### config.mk
export PLATFORM = sky130hd
export DESIGN_NAME = tx_ring_engine
export DESIGN_NICKNAME = d
export VERILOG_FILES = /design/src/rtl/tx_ring_pkg.sv /design/src/rtl/txr_slot_store.sv /design/src/rtl/txr_walker.sv /design/src/rtl/txr_status.sv /design/src/rtl/tx_ring_engine.sv
export SDC_FILE = /design/constraint.sdc
export NUM_CORES = 1
export LEC_CHECK = 0
export ABC_AREA = 1
export BUFFER_PORTS_ARGS = -buffer_cell sky130_fd_sc_hd__buf_4
export CORE_MARGIN = 8
export CORE_UTILIZATION = 30
export CTS_CLUSTER_DIAMETER = 60
export DETAILED_ROUTE_END_ITERATION = 8
export PLACE_DENSITY_LB_ADDON = 0.12
export SLEW_MARGIN = 20
export SYNTH_ARGS = -nofsm -noshare
export SYNTH_HDL_FRONTEND = slang
export SYNTH_SLANG_ARGS = --single-unit
### constraint.sdc
create_clock -name clk -period 3.12 [get_ports clk]
set_clock_uncertainty 0.2 [all_clocks]
set_input_delay 0.624 -clock clk [delete_from_list [all_inputs] [get_ports clk]]
set_output_delay 0.624 -clock clk [all_outputs]
set_load 0.02 [all_outputs]
### src/rtl/tx_ring_pkg.sv
package tx_ring_pkg;
  localparam int LEN_W  = 11;
  localparam int DESC_W = LEN_W + 3;

  typedef struct packed {
    logic             own;
    logic             sop;
    logic             eop;
    logic [LEN_W-1:0] len;
  } tx_desc_t;

  // next slot with wrap after the last one
  function automatic int unsigned slot_after(int unsigned slot, int unsigned nslots);
    return (slot == nslots - 1) ? 0 : slot + 1;
  endfunction

  // buffer chosen by masking the slot number (nbufs is a power of two)
  function automatic int unsigned slot_to_buf(int unsigned slot, int unsigned nbufs);
    return slot & (nbufs - 1);
  endfunction
endpackage

### src/rtl/txr_slot_store.sv
module txr_slot_store
  import tx_ring_pkg::*;
#(
  parameter int RING_SLOTS = 16,
  parameter int IDX_W      = $clog2(RING_SLOTS)
) (
  input  logic             clk,
  input  logic             rst_n,
  input  logic             hw_en,
  input  logic [IDX_W-1:0] hw_idx,
  input  tx_desc_t         hw_desc,
  input  logic [IDX_W-1:0] hr_idx,
  output tx_desc_t         hr_desc,
  input  logic [IDX_W-1:0] er_idx,
  output tx_desc_t         er_desc,
  input  logic             rel_en,
  input  logic [IDX_W-1:0] rel_idx
);
  tx_desc_t slots [RING_SLOTS];

  // one register per slot; a host write wins over an engine release
  for (genvar s = 0; s < RING_SLOTS; s++) begin : g_slot
    always_ff @(posedge clk) begin
      if (!rst_n) begin
        slots[s] <= '0;
      end else if (hw_en && hw_idx == IDX_W'(s)) begin
        slots[s] <= hw_desc;
      end else if (rel_en && rel_idx == IDX_W'(s)) begin
        slots[s].own <= 1'b0;
      end
    end
  end

  assign hr_desc = slots[hr_idx];
  assign er_desc = slots[er_idx];
endmodule

### src/rtl/txr_walker.sv
module txr_walker
  import tx_ring_pkg::*;
#(
  parameter int RING_SLOTS = 16,
  parameter int NUM_BUFS   = 8,
  parameter int IDX_W      = $clog2(RING_SLOTS),
  parameter int BUF_W      = $clog2(NUM_BUFS)
) (
  input  logic             clk,
  input  logic             rst_n,
  input  logic             wake,
  input  tx_desc_t         cur,
  output logic [IDX_W-1:0] idx,
  output logic             tx_valid,
  input  logic             tx_ready,
  output logic [BUF_W-1:0] tx_buf,
  output logic [LEN_W-1:0] tx_off,
  output logic             tx_last,
  output logic             rel_en,
  output logic             rel_ok,
  output logic             rel_bad
);
  typedef enum logic [1:0] {W_IDLE, W_SCAN, W_SEND} wstate_t;
  wstate_t          state;
  logic [LEN_W-1:0] off, len_q;
  logic             cur_ok, cur_bad, beat_fire, scan_rel;

  assign cur_ok    = cur.own && cur.sop && cur.eop;
  assign cur_bad   = cur.own && !(cur.sop && cur.eop);
  assign beat_fire = (state == W_SEND) && tx_ready;
  assign tx_valid  = (state == W_SEND);
  assign tx_last   = (state == W_SEND) && (off == len_q - LEN_W'(1));
  assign tx_off    = off;
  assign tx_buf    = BUF_W'(slot_to_buf(32'(idx), 32'(NUM_BUFS)));

  // slots returned without streaming: malformed or empty
  assign scan_rel  = (state == W_SCAN) && cur.own && (!cur_ok || cur.len == '0);
  assign rel_en    = scan_rel || (beat_fire && tx_last);
  assign rel_bad   = (state == W_SCAN) && cur_bad;
  assign rel_ok    = rel_en && !rel_bad;

  always_ff @(posedge clk) begin
    if (!rst_n) begin
      state <= W_IDLE;
      idx   <= '0;
      off   <= '0;
      len_q <= '0;
    end else begin
      unique case (state)
        W_IDLE: if (wake) state <= W_SCAN;
        W_SCAN: begin
          if (!cur.own) begin
            state <= W_IDLE;
          end else if (cur_ok && cur.len != '0) begin
            len_q <= cur.len;
            off   <= '0;
            state <= W_SEND;
          end else begin
            idx <= IDX_W'(slot_after(32'(idx), 32'(RING_SLOTS)));
          end
        end
        W_SEND: begin
          if (beat_fire) begin
            if (tx_last) begin
              idx   <= IDX_W'(slot_after(32'(idx), 32'(RING_SLOTS)));
              state <= W_SCAN;
            end else begin
              off <= off + LEN_W'(1);
            end
          end
        end
        default: state <= W_IDLE;
      endcase
    end
  end

  AST_HOLD_WHILE_STALLED: assert property (@(posedge clk) disable iff (!rst_n)
    tx_valid && !tx_ready |=> tx_valid && $stable(tx_off) && $stable(tx_buf));
  AST_LAST_ONLY_WHEN_VALID: assert property (@(posedge clk) disable iff (!rst_n)
    tx_last |-> tx_valid);
  AST_STREAM_OWNED_ONLY: assert property (@(posedge clk) disable iff (!rst_n)
    tx_valid |-> cur.own);
  AST_IDX_MOVES_ON_RELEASE: assert property (@(posedge clk) disable iff (!rst_n)
    !rel_en |=> $stable(idx));
endmodule

### src/rtl/txr_status.sv
module txr_status #(
  parameter int MASK_W = 32
) (
  input  logic              clk,
  input  logic              rst_n,
  input  logic              done_evt,
  input  logic              err_evt,
  input  logic              clr_wr,
  input  logic [1:0]        clr_bits,
  input  logic              mask_wr,
  input  logic [MASK_W-1:0] mask_wdata,
  output logic              done,
  output logic              err,
  output logic              irq
);
  logic [MASK_W-1:0] mask_q;

  always_ff @(posedge clk) begin
    if (!rst_n) begin
      mask_q <= '1;
      done   <= 1'b0;
      err    <= 1'b0;
    end else begin
      if (mask_wr) mask_q <= mask_wdata;
      // a new event in the same cycle beats the clear
      done <= done_evt || (done && !(clr_wr && clr_bits[0]));
      err  <= err_evt  || (err  && !(clr_wr && clr_bits[1]));
    end
  end

  assign irq = done && (mask_q == '0);

  AST_DONE_FOLLOWS_EVT: assert property (@(posedge clk) disable iff (!rst_n)
    done_evt |=> done);
  AST_ERR_FOLLOWS_EVT: assert property (@(posedge clk) disable iff (!rst_n)
    err_evt |=> err);
  AST_DONE_HOLDS: assert property (@(posedge clk) disable iff (!rst_n)
    done && !clr_wr |=> done);
endmodule

### src/rtl/tx_ring_engine.sv
module tx_ring_engine
  import tx_ring_pkg::*;
#(
  parameter  int RING_SLOTS = 16,
  parameter  int NUM_BUFS   = 8,
  parameter  int MASK_W     = 32,
  localparam int IDX_W      = $clog2(RING_SLOTS),
  localparam int BUF_W      = $clog2(NUM_BUFS)
) (
  input  logic              clk,
  input  logic              rst_n,
  input  logic              host_wr_en,
  input  logic [IDX_W-1:0]  host_wr_idx,
  input  logic [DESC_W-1:0] host_wr_desc,
  input  logic [IDX_W-1:0]  host_rd_idx,
  output logic [DESC_W-1:0] host_rd_desc,
  input  logic              wake,
  input  logic              imask_wr,
  input  logic [MASK_W-1:0] imask_wdata,
  input  logic              stat_clr_wr,
  input  logic [1:0]        stat_clr_bits,
  output logic              stat_done,
  output logic              stat_err,
  output logic              irq,
  output logic              tx_valid,
  input  logic              tx_ready,
  output logic [BUF_W-1:0]  tx_buf,
  output logic [LEN_W-1:0]  tx_off,
  output logic              tx_last,
  output logic [IDX_W-1:0]  ring_idx
);
  tx_desc_t         rd_desc, eng_desc;
  logic             rel_en, rel_ok, rel_bad;
  logic [IDX_W-1:0] idx;

  txr_slot_store #(.RING_SLOTS(RING_SLOTS), .IDX_W(IDX_W)) u_store (
    .clk     (clk),
    .rst_n   (rst_n),
    .hw_en   (host_wr_en),
    .hw_idx  (host_wr_idx),
    .hw_desc (tx_desc_t'(host_wr_desc)),
    .hr_idx  (host_rd_idx),
    .hr_desc (rd_desc),
    .er_idx  (idx),
    .er_desc (eng_desc),
    .rel_en  (rel_en),
    .rel_idx (idx)
  );

  txr_walker #(.RING_SLOTS(RING_SLOTS), .NUM_BUFS(NUM_BUFS),
               .IDX_W(IDX_W), .BUF_W(BUF_W)) u_walk (
    .clk      (clk),
    .rst_n    (rst_n),
    .wake     (wake),
    .cur      (eng_desc),
    .idx      (idx),
    .tx_valid (tx_valid),
    .tx_ready (tx_ready),
    .tx_buf   (tx_buf),
    .tx_off   (tx_off),
    .tx_last  (tx_last),
    .rel_en   (rel_en),
    .rel_ok   (rel_ok),
    .rel_bad  (rel_bad)
  );

  txr_status #(.MASK_W(MASK_W)) u_stat (
    .clk        (clk),
    .rst_n      (rst_n),
    .done_evt   (rel_ok),
    .err_evt    (rel_bad),
    .clr_wr     (stat_clr_wr),
    .clr_bits   (stat_clr_bits),
    .mask_wr    (imask_wr),
    .mask_wdata (imask_wdata),
    .done       (stat_done),
    .err        (stat_err),
    .irq        (irq)
  );

  assign host_rd_desc = DESC_W'(rd_desc);
  assign ring_idx     = idx;

  AST_RELEASED_SLOT_FREE: assert property (@(posedge clk) disable iff (!rst_n)
    rel_en && !(host_wr_en && host_wr_idx == idx) |=> !u_store.slots[$past(idx)].own);
  AST_IRQ_IMPLIES_DONE: assert property (@(posedge clk) disable iff (!rst_n)
    irq |-> stat_done);
endmodule

==> flow_metrics.env, run 1 <==
export IMPL_outcome="finished clean"
export IMPL_dp_cells=2701
export IMPL_cts_tree="built"
export IMPL_grt_util_all_layers=0.180
export IMPL_rsz0062_at_grt="yes"
export IMPL_grt_pass1_wl_um=84000
export IMPL_whs_path_depth=3
export IMPL_area_delta_synth_final_pct=19.1
export IMPL_yosysSeqAreaShare=0.502
export IMPL_drt_first_pass_iters=6
export IMPL_synth_cell_types=40
export IMPL_finalSetupViolCount=0
export IMPL_rows=84
export IMPL_required_ns=2.30
export IMPL_fillers=5423
export IMPL_crit_fanout=8
export IMPL_fp_dieH_um=247
export IMPL_clkTransAtPathRegs_ns=0.05
export IMPL_drtAntennaViolNets=0
export IMPL_start_kind="input port"
export IMPL_yosysTopAreaCell="edfxtp_1"
export IMPL_min_path_type="input port to register"
export IMPL_routed_wl_um=56200
export IMPL_cts_made_buffers=39
export IMPL_layout_drive_gt1_share=0.142
export IMPL_vdd_ir_drop_max_mv=0.337
export IMPL_max_freq_mhz=330
export IMPL_synthTopCellsByArea="edfxtp_1 42%, dfxtp_1 8.2%, nand2_1 8.1%"
export IMPL_synth_flop_cell="edfxtp_1"
export IMPL_grt_pass1_vias=13213
export IMPL_final_core_util=0.363
export IMPL_avgViaCountPerCell=5.02
export IMPL_ys_warn_count=0
export IMPL_stdcell_count=2779
export IMPL_antenna_found_initial=1
export IMPL_coreArea_mm2=0.0527
export IMPL_htreeDepth=2
export IMPL_initial_core_util=0.304
export IMPL_synth_top_area_frac=0.420
export IMPL_path_class="input port to output port"
export IMPL_leakage_nw=7.83
export IMPL_drv_slew=0
export IMPL_async_flop_share=0
export IMPL_min_to="u_stat.mask_q[14]$_SDFFE_PN1P_"
export IMPL_wl_per_cell_um=20.2
export IMPL_fp_dieW_um=247
export IMPL_grt_overflow=0
export IMPL_yosysMostFrequentCell="nand2_1"
export IMPL_grt_max_degree=57
export IMPL_dr_first_iter_drc_count=1213
export IMPL_design_area_mm2=0.0191
export IMPL_syn_nets=2055
export IMPL_clock_sinks=290
export IMPL_globalplace_congestion=0.828
export IMPL_endpoint_kind="output port"
export IMPL_arrival_ns=2.20
export IMPL_ys_ff_latch=290
export IMPL_hpwl_um=38300
export IMPL_ff2ff_setup_slack_ns=0.16
export IMPL_port_buffers=99
export IMPL_syn_area_mm2=0.0160
export IMPL_worstMarginPinSlew_ns=0.959
export IMPL_fin_setup_tns_ns=0
export IMPL_io_pins=100
export IMPL_cts_max_path_buffers=3
export IMPL_finalHoldViolations=0
export IMPL_clk_latency_ns=0.56
export IMPL_dr_total_vias=13946
export IMPL_min_from="imask_wdata[14]"
export IMPL_synth_edf_count=224
export IMPL_post_route_min_period_ns=3.03
export IMPL_die_area_mm2=0.0611
export IMPL_netlist_top_cells_count="345 x nand2_1, 312 x nor2_1, 224 x edfxtp_1, 223 x nand3_1, 211 x inv_1"
export IMPL_cts_root_buffer="clkbuf_16"
export IMPL_cts_hold_buf=0
export IMPL_cap_violations=0
export IMPL_relSlewSlack=0.360
export IMPL_fin_crit_sh=0.970
export IMPL_avgSynthCellArea_um2=8.08
export IMPL_netlist_instances=1982
export IMPL_power_density_mw_per_mm2=648
export IMPL_fin_nets=2134
export IMPL_rr_worst_depth=12
export IMPL_place_area_mm2=0.0177
export IMPL_drcViolationCount=0
export IMPL_holdWs_ns=0.0778
==> per-layer routing <==
layer / global-route usage / up-vias / wire length (um)
li1: - / 6752 / -
met1: 0.241 / 6700 / 25400
met2: 0.291 / 410 / 26100
met3: 0.0260 / 84 / 2880
met4: 0.0688 / 0 / 1820
met5: 0 / - / 0
==> metrics by stage <==
stage / power (mW) / worst slack, ns
after floorplan: 6.75 / 0.162
after global placement: 7.70 / 0.0290
after detailed placement: 7.72 / 0.0662
after CTS: 12.4 / -0.0117
after global routing: 13.0 / -0.0350
final: 12.4 / 0.0939
==> state kept, by name, indices dropped and copies added (netlist names), named ones only <==
register / cells
u_store.slots: 224
u_stat.mask_q: 32
u_walk.len_q: 11
u_walk.tx_off: 11
u_walk.idx: 4
u_walk.state: 2
u_stat.done: 1
u_stat.err: 1
==> placed cells by master, fill, tap and decap left out, types with 48 or more instances in the layout <==
cell type	instances
a21oi_1	136
buf_4	161
dfxtp_1	62
edfxtp_1	224
inv_1	207
nand2_1	345
nand3_1	222
nor2_1	310
o211ai_1	48
o21ai_0	127
==> worst max-delay path by stage <==
| stage | endpoint | from | slack [ns] |
|---|---|---|---|
| floorplan | host_rd_desc[10] | host_rd_idx[0] | 0.16 |
| global placement | host_rd_desc[10] | host_rd_idx[1] | 0.03 |
| detailed placement | host_rd_desc[1] | host_rd_idx[1] | 0.07 |
| CTS | tx_last | u_walk.len_q[1]$_SDFFE_PN0P_ | -0.01 |
| global route | tx_last | u_walk.len_q[2]$_SDFFE_PN0P_ | -0.04 |
| finish | host_rd_desc[10] | host_rd_idx[1] | 0.09 |
==> final cells by class <==
| class | instances | area [um^2] | share of cell area |
|---|---|---|---|
| multi-input cells | 1333 | 6470 | 0.339 |
| repair buffers | 180 | 1580 | 0.0825 |
| diodes | 1 | 2.50 | 0.000131 |
| flip-flops and latches | 290 | 8060 | 0.422 |
| clock buffers | 54 | 1120 | 0.0588 |
| clock inverters | 16 | 186 | 0.00977 |
| inverters | 217 | 818 | 0.0429 |
| well taps | 688 | 861 | 0.0451 |
==> critical path, stage by stage <==
cell,delay [ns]
buf_4,0.15
clkinvlp_4,0.30
o21ai_0,0.38
o22ai_1,0.24
o21ai_0,0.29
buf_4,0.20
==> cells by family (layout without fill, tap and decap cells) <==
logic type                 after synthesis  after routing  share of synthesized area
AOI/OAI and AO/OA                      353            353                      0.127
xor gates and xnor gates                23             23                     0.0126
adders and majority gates               10             10                    0.00781
buffers and inverters                  359            467                     0.0978
DFF                                    290            290                      0.502
muxes                                    6              6                    0.00375
other                                    0              1                          0
and+or+nand+nor                        941            941                      0.249
==> power by group <==
group / switching, mW / internal (mW) / total (mW) / leakage, nW
Combinational: 2.05 / 1.08 / 3.13 / 4.49
Sequential: 0.197 / 4.44 / 4.64 / 2.69
Clock: 1.75 / 2.84 / 4.60 / 0.645
==> what timing repair did <==
action,4_1_cts,5_1_grt
gates cloned,0,0
setup endpoints to repair,1,11
setup buffers,7,0
endpoints found under the hold margin,0,0
resized for setup,11,10
pin swaps,7,4
(Power assumes the default switching activity.)
==> run 2: changes to the inputs <==
Settings changed: CORE_ASPECT_RATIO set to 0.7.
==> run 2 against run 1 <==
Critical path depth is 5 higher. Non-clock buffer count is 1 higher. Sequential power hardly changed. Cell count is 0.11% higher. Routed wire length is 3.8% higher. Maximum frequency is 0.55% lower.
==> flow_metrics.env, run 2 (synthesized netlist as in run 1, its figures left out) <==
export IMPL_outcome="finished clean"
export IMPL_grt_pass1_wl_um=85000
export IMPL_finalSetupViolCount=0
export IMPL_min_path_type="input port to register"
export IMPL_crit_slowest_cell="dfxtp_2"
export IMPL_coreArea_mm2=0.0532
export IMPL_routed_wl_um=58300
export IMPL_cts_made_buffers=39
export IMPL_cts_hold_buf=0
export IMPL_rows=71
export IMPL_largest_reg_flops=224
export IMPL_layout_commonest_cell="nand2_1"
export IMPL_start_kind="register"
export IMPL_path_class="register to output port"
export IMPL_worstReg2RegEnd="u_store.slots[9][13]$_SDFFCE_PP0P_"
export IMPL_grt_overflow=0
export IMPL_final_core_util=0.357
export IMPL_clock_sinks=290
export IMPL_reg_top3="u_store.slots (224), u_stat.mask_q (32)"
export IMPL_hpwl_um=39100
export IMPL_wl_per_cell_um=21.0
export IMPL_dr_total_vias=14118
export IMPL_clkTransAtPathRegs_ns=0.06
export IMPL_cts_max_path_buffers=3
export IMPL_fp_dieW_um=292
export IMPL_die_area_mm2=0.0612
export IMPL_top_register="u_store.slots"
export IMPL_finalHoldViolations=0
export IMPL_leakage_nw=7.79
export IMPL_drtAntennaViolNets=0
export IMPL_layout_drive_gt1_share=0.139
export IMPL_crit_chain="inv_2, ha_4, xnor2_2, nor3_2, nand2_1, nor2_1, nand3_1, nor2_1, nand4_1, inv_2, buf_6"
export IMPL_globalplace_congestion=0.836
export IMPL_min_from="imask_wdata[27]"
export IMPL_area_delta_synth_final_pct=18.6
export IMPL_crit_fanout=2
export IMPL_grt_util_all_layers=0.183
export IMPL_dr_first_iter_drc_count=1418
export IMPL_fin_crit_sh=0.975
export IMPL_cts_tree="built"
export IMPL_vdd_ir_drop_max_mv=0.289
export IMPL_relSlewSlack=0.375
export IMPL_io_pins=100
export IMPL_stdcell_count=2782
export IMPL_arrival_ns=2.22
export IMPL_grt_pass1_vias=12745
export IMPL_max_freq_mhz=329
export IMPL_worstMarginPinSlew_ns=0.936
export IMPL_htreeDepth=2
export IMPL_grt_max_degree=62
export IMPL_drt_first_pass_iters=6
export IMPL_post_route_min_period_ns=3.04
export IMPL_port_buffers=99
export IMPL_final_cell_mix="345 x nand2_1, 311 x nor2_1, 224 x edfxtp_1"
export IMPL_drcViolationCount=0
export IMPL_avgViaCountPerCell=5.07
export IMPL_dp_cells=2711
export IMPL_endpoint_kind="output port"
export IMPL_cts_root_buffer="clkbuf_16"
export IMPL_fp_dieH_um=209
export IMPL_min_to="u_stat.mask_q[27]$_SDFFE_PN1P_"
export IMPL_whs_path_depth=3
export IMPL_diodes=0
export IMPL_slowest_delay_ns=0.33
export IMPL_clk_latency_ns=0.56
export IMPL_drv_slew=0
export IMPL_ff2ff_setup_slack_ns=0.22
export IMPL_cap_violations=0
export IMPL_initial_core_util=0.301
export IMPL_fin_nets=2135
export IMPL_rr_worst_depth=15
export IMPL_power_density_mw_per_mm2=639
export IMPL_antenna_found_initial=0
export IMPL_required_ns=2.30
export IMPL_rsz0062_at_grt="yes"
==> run 2: changes by cell type in the layout (fill, tap and decap cells not counted), sizes merged <==
| cell | delta |
|---|---|
| buf | +1 |
| bufinv | -3 |
| clkbuf | -2 |
| clkinv | +2 |
| clkinvlp | +1 |
| diode | -1 |
==> run 2: worst max path at each step <==
stage	start	to	slack, ns	cells after the start
after floorplan	host_rd_idx[0]	host_rd_desc[10]	0.16	7
after global placement	host_rd_idx[0]	host_rd_desc[0]	0.03	8
after detailed placement	host_rd_idx[0]	host_rd_desc[0]	0.03	8
after CTS	u_walk.len_q[1]$_SDFFE_PN0P_	tx_last	-0.07	11
after global routing	u_walk.len_q[0]$_SDFFE_PN0P_	tx_last	-0.09	11
final	u_walk.len_q[1]$_SDFFE_PN0P_	tx_last	0.08	11
==> run 2: stage by stage <==
stage / setup TNS [ns] / hold slack, ns / setup WS, ns / area, um^2 / total power [mW]
2_1_floorplan: 0 / 0.220 / 0.162 / 16000 / 6.75
3_3_place_gp: 0 / 0.233 / 0.0279 / 17700 / 7.75
3_5_place_dp: 0 / 0.237 / 0.0305 / 17700 / 7.77
4_1_cts: -0.0694 / 0.0563 / -0.0694 / 19000 / 12.2
5_1_grt: -0.0876 / 0.0767 / -0.0876 / 19000 / 12.7
6_report: 0 / 0.0848 / 0.0771 / 19000 / 12.1
==> run 2: area by class of cell <==
type	count	area, um^2
fill	5549	34200
sequential	290	8060
multi-input combinational	1333	6450
timing repair buffer	181	1570
clock buffer	52	1120
tap	693	867
inverter	217	818
clock inverter	16	118
==> run 2: routing by layer <==
metal  vias to the layer above  wire, um  global-route usage  part of all wire
met5                         -         0                   0                 0
met4                         0      1280              0.0498             0.022
met3                        77      4130              0.0257             0.071
met2                       540     24100               0.264              0.41
met1                      6746     28800               0.282              0.49
li1                       6755         -                   -                 -
==> run 2: repair_timing <==
| action | 4_1_cts | 5_1_grt |
|---|---|---|
| resized for setup | 9 | 11 |
| setup endpoints to repair | 1 | 9 |
| pin swaps | 8 | 3 |
| setup buffers | 2 | 1 |
==> run 2: worst max-delay path: cells and delay by family, from the launching register on <==
kind                       cells  cell delay [ns]
xor gates and xnor gates       1             0.13
buffers and inverters          3             0.28
adders and majority gates      1             0.24
and+or+nand+nor                6             0.70
DFF                            1             0.33
==> run 2: where the power goes <==
| part | internal, mW | switching [mW] | total, mW |
|---|---|---|---|
| clock | 2.60 | 1.79 | 4.38 |
| sequential | 4.44 | 0.181 | 4.62 |
| combinational | 1.04 | 2.10 | 3.14 |
| total | 8.08 | 4.07 | 12.1 |
==> run 3: changes to the inputs <==
Settings changed: MAX_ROUTING_LAYER set to met4.
==> run 3 against run 2 <==
Non-clock buffer count did not move. Flip-flop and latch count did not move. Critical endpoint unchanged. Sequential power barely moved. Core utilization did not move. Critical path depth did not move. Via count rose by 0.12%. Die area did not move. Maximum frequency fell by 0.17%. Sequential share of layout area did not move. Critical path type unchanged. Clock power barely moved. Highest routed layer unchanged. First-iteration DRC count rose by 3.8%. Combinational power barely moved. Largest cell class unchanged.
==> flow_metrics.env, run 3 (synthesized netlist as in run 1, its figures left out) <==
export IMPL_drcViolationCount=0
export IMPL_coreArea_mm2=0.0532
export IMPL_dr_total_vias=14135
export IMPL_largest_reg_flops=224
export IMPL_routed_wl_um=58300
export IMPL_clkTransAtPathRegs_ns=0.06
export IMPL_die_area_mm2=0.0612
export IMPL_clk_latency_ns=0.56
export IMPL_antenna_found_initial=0
export IMPL_cts_tree="built"
export IMPL_layout_commonest_cell="nand2_1"
export IMPL_layout_drive_gt1_share=0.139
export IMPL_drv_slew=0
export IMPL_p_comb_frac=0.259
export IMPL_clockPowerShare=0.361
export IMPL_cts_max_path_buffers=3
export IMPL_grt_pass1_vias=12747
export IMPL_leakage_nw=7.79
export IMPL_arrival_ns=2.22
export IMPL_power_frac_seq=0.381
export IMPL_post_route_min_period_ns=3.05
export IMPL_path_class="register to output port"
export IMPL_crit_fanout=2
export IMPL_final_cell_mix="345 x nand2_1, 311 x nor2_1, 224 x edfxtp_1"
export IMPL_drt_first_pass_iters=5
export IMPL_endpoint_kind="output port"
export IMPL_max_freq_mhz=328
export IMPL_port_buffers=99
export IMPL_swShare=0.335
export IMPL_intPower_mw=8.08
export IMPL_wl_per_cell_um=21.0
export IMPL_power_density_mw_per_mm2=639
export IMPL_avgViaCountPerCell=5.08
export IMPL_required_ns=2.30
export IMPL_fp_dieW_um=292
export IMPL_p_switching_mw=4.07
export IMPL_vdd_ir_drop_max_mv=0.289
export IMPL_finalSetupViolCount=0
export IMPL_initial_core_util=0.301
export IMPL_rows=71
export IMPL_min_path_type="input port to register"
export IMPL_grt_max_degree=62
export IMPL_top_register="u_store.slots"
export IMPL_relSlewSlack=0.377
export IMPL_cts_hold_buf=0
export IMPL_io_pins=100
export IMPL_cts_root_buffer="clkbuf_16"
export IMPL_cts_made_buffers=39
export IMPL_area_delta_synth_final_pct=18.6
export IMPL_start_kind="register"
export IMPL_htreeDepth=2
export IMPL_outcome="finished clean"
export IMPL_final_core_util=0.357
export IMPL_finalHoldViolations=0
export IMPL_worstMarginPinSlew_ns=0.933
export IMPL_fin_crit_sh=0.977
export IMPL_hpwl_um=39100
export IMPL_reg_top3="u_store.slots (224), u_stat.mask_q (32)"
export IMPL_cap_violations=0
export IMPL_drtAntennaViolNets=0
export IMPL_grt_pass1_wl_um=85000
export IMPL_finalPower_mw=12.1
export IMPL_fillers=5549
export IMPL_grt_overflow=0
export IMPL_dr_first_iter_drc_count=1472
export IMPL_fp_dieH_um=209
export IMPL_globalplace_congestion=0.849
export IMPL_grt_util_all_layers=0.189
export IMPL_clock_sinks=290
export IMPL_rsz0062_at_grt="yes"
export IMPL_fin_nets=2135
export IMPL_diodes=0
==> run 3: cell counts in the layout (fill, tap and decap cells not counted) <==
No cell type changed its count.
==> run 3: routing by layer <==
| layer | global-route usage | vias up | share of wire |
|---|---|---|---|
| met5 | - | - | 0 |
| met4 | 0.0498 | 0 | 0.022 |
| met3 | 0.0252 | 82 | 0.070 |
| met2 | 0.264 | 541 | 0.41 |
| met1 | 0.282 | 6759 | 0.49 |
| li1 | - | 6753 | - |
==> run 3: per-stage QoR <==
stage | std cells | instance area [um^2] | setup TNS [ns] | setup WS, ns | hold WS, ns
5_1_grt | 2782 | 19000 | -0.0876 | -0.0876 | 0.0767
3_3_place_gp | 2711 | 17700 | 0 | 0.0279 | 0.233
4_1_cts | 2781 | 19000 | -0.0694 | -0.0694 | 0.0563
3_5_place_dp | 2711 | 17700 | 0 | 0.0305 | 0.237
2_1_floorplan | 1982 | 16000 | 0 | 0.162 | 0.220
6_report | 2782 | 19000 | 0 | 0.0719 | 0.0845
==> run 3: power groups by stage <==
| stage | Combinational (mW) | Sequential [mW] | Clock (mW) |
|---|---|---|---|
| 5_1_grt | 3.44 | 4.65 | 4.63 |
| 2_1_floorplan | 2.09 | 4.65 | 0 |
| 4_1_cts | 3.11 | 4.62 | 4.49 |
| 3_3_place_gp | 3.05 | 4.70 | 0 |
| 3_5_place_dp | 3.07 | 4.70 | 0 |
| 6_report | 3.14 | 4.62 | 4.38 |
==> run 3: final timing paths <==
kind / from / endpoint / slack [ns] / cells after the start
max: u_walk.len_q[1]$_SDFFE_PN0P_ / tx_last / 0.07 / 11
min: imask_wdata[27] / u_stat.mask_q[27]$_SDFFE_PN1P_ / 0.08 / 3
max reg2reg: register / u_store.slots[9][13]$_SDFFCE_PP0P_ / 0.21 / 16
min reg2reg: u_stat.mask_q[28]$_SDFFE_PN1P_ / u_stat.mask_q[28]$_SDFFE_PN1P_ / 0.25 / 2
==> run 3: layout make-up <==
class / count / area, um^2 / area share
flip-flops and latches: 290 / 8060 / 0.424
repair buffers: 181 / 1570 / 0.0828
clock inverters: 16 / 118 / 0.00619
clock buffers: 52 / 1120 / 0.0589
inverters: 217 / 818 / 0.0431
multi-input cells: 1333 / 6450 / 0.340
well taps: 693 / 867 / 0.0456
==> run 3: critical path: stages (launching register included) <==
cell and delay, ns:
dfxtp_2 0.33, inv_2 0.05, ha_4 0.24, xnor2_2 0.13
nor3_2 0.14, nand2_1 0.07, nor2_1 0.10, nand3_1 0.10
nor2_1 0.12, nand4_1 0.18, inv_2 0.11, buf_6 0.12
==> run 3: what timing repair did <==
action / CTS / global route
resized for setup: 9 / 11
buffers inserted: 2 / 1
pin swaps: 8 / 3
setup endpoints to repair: 1 / 9
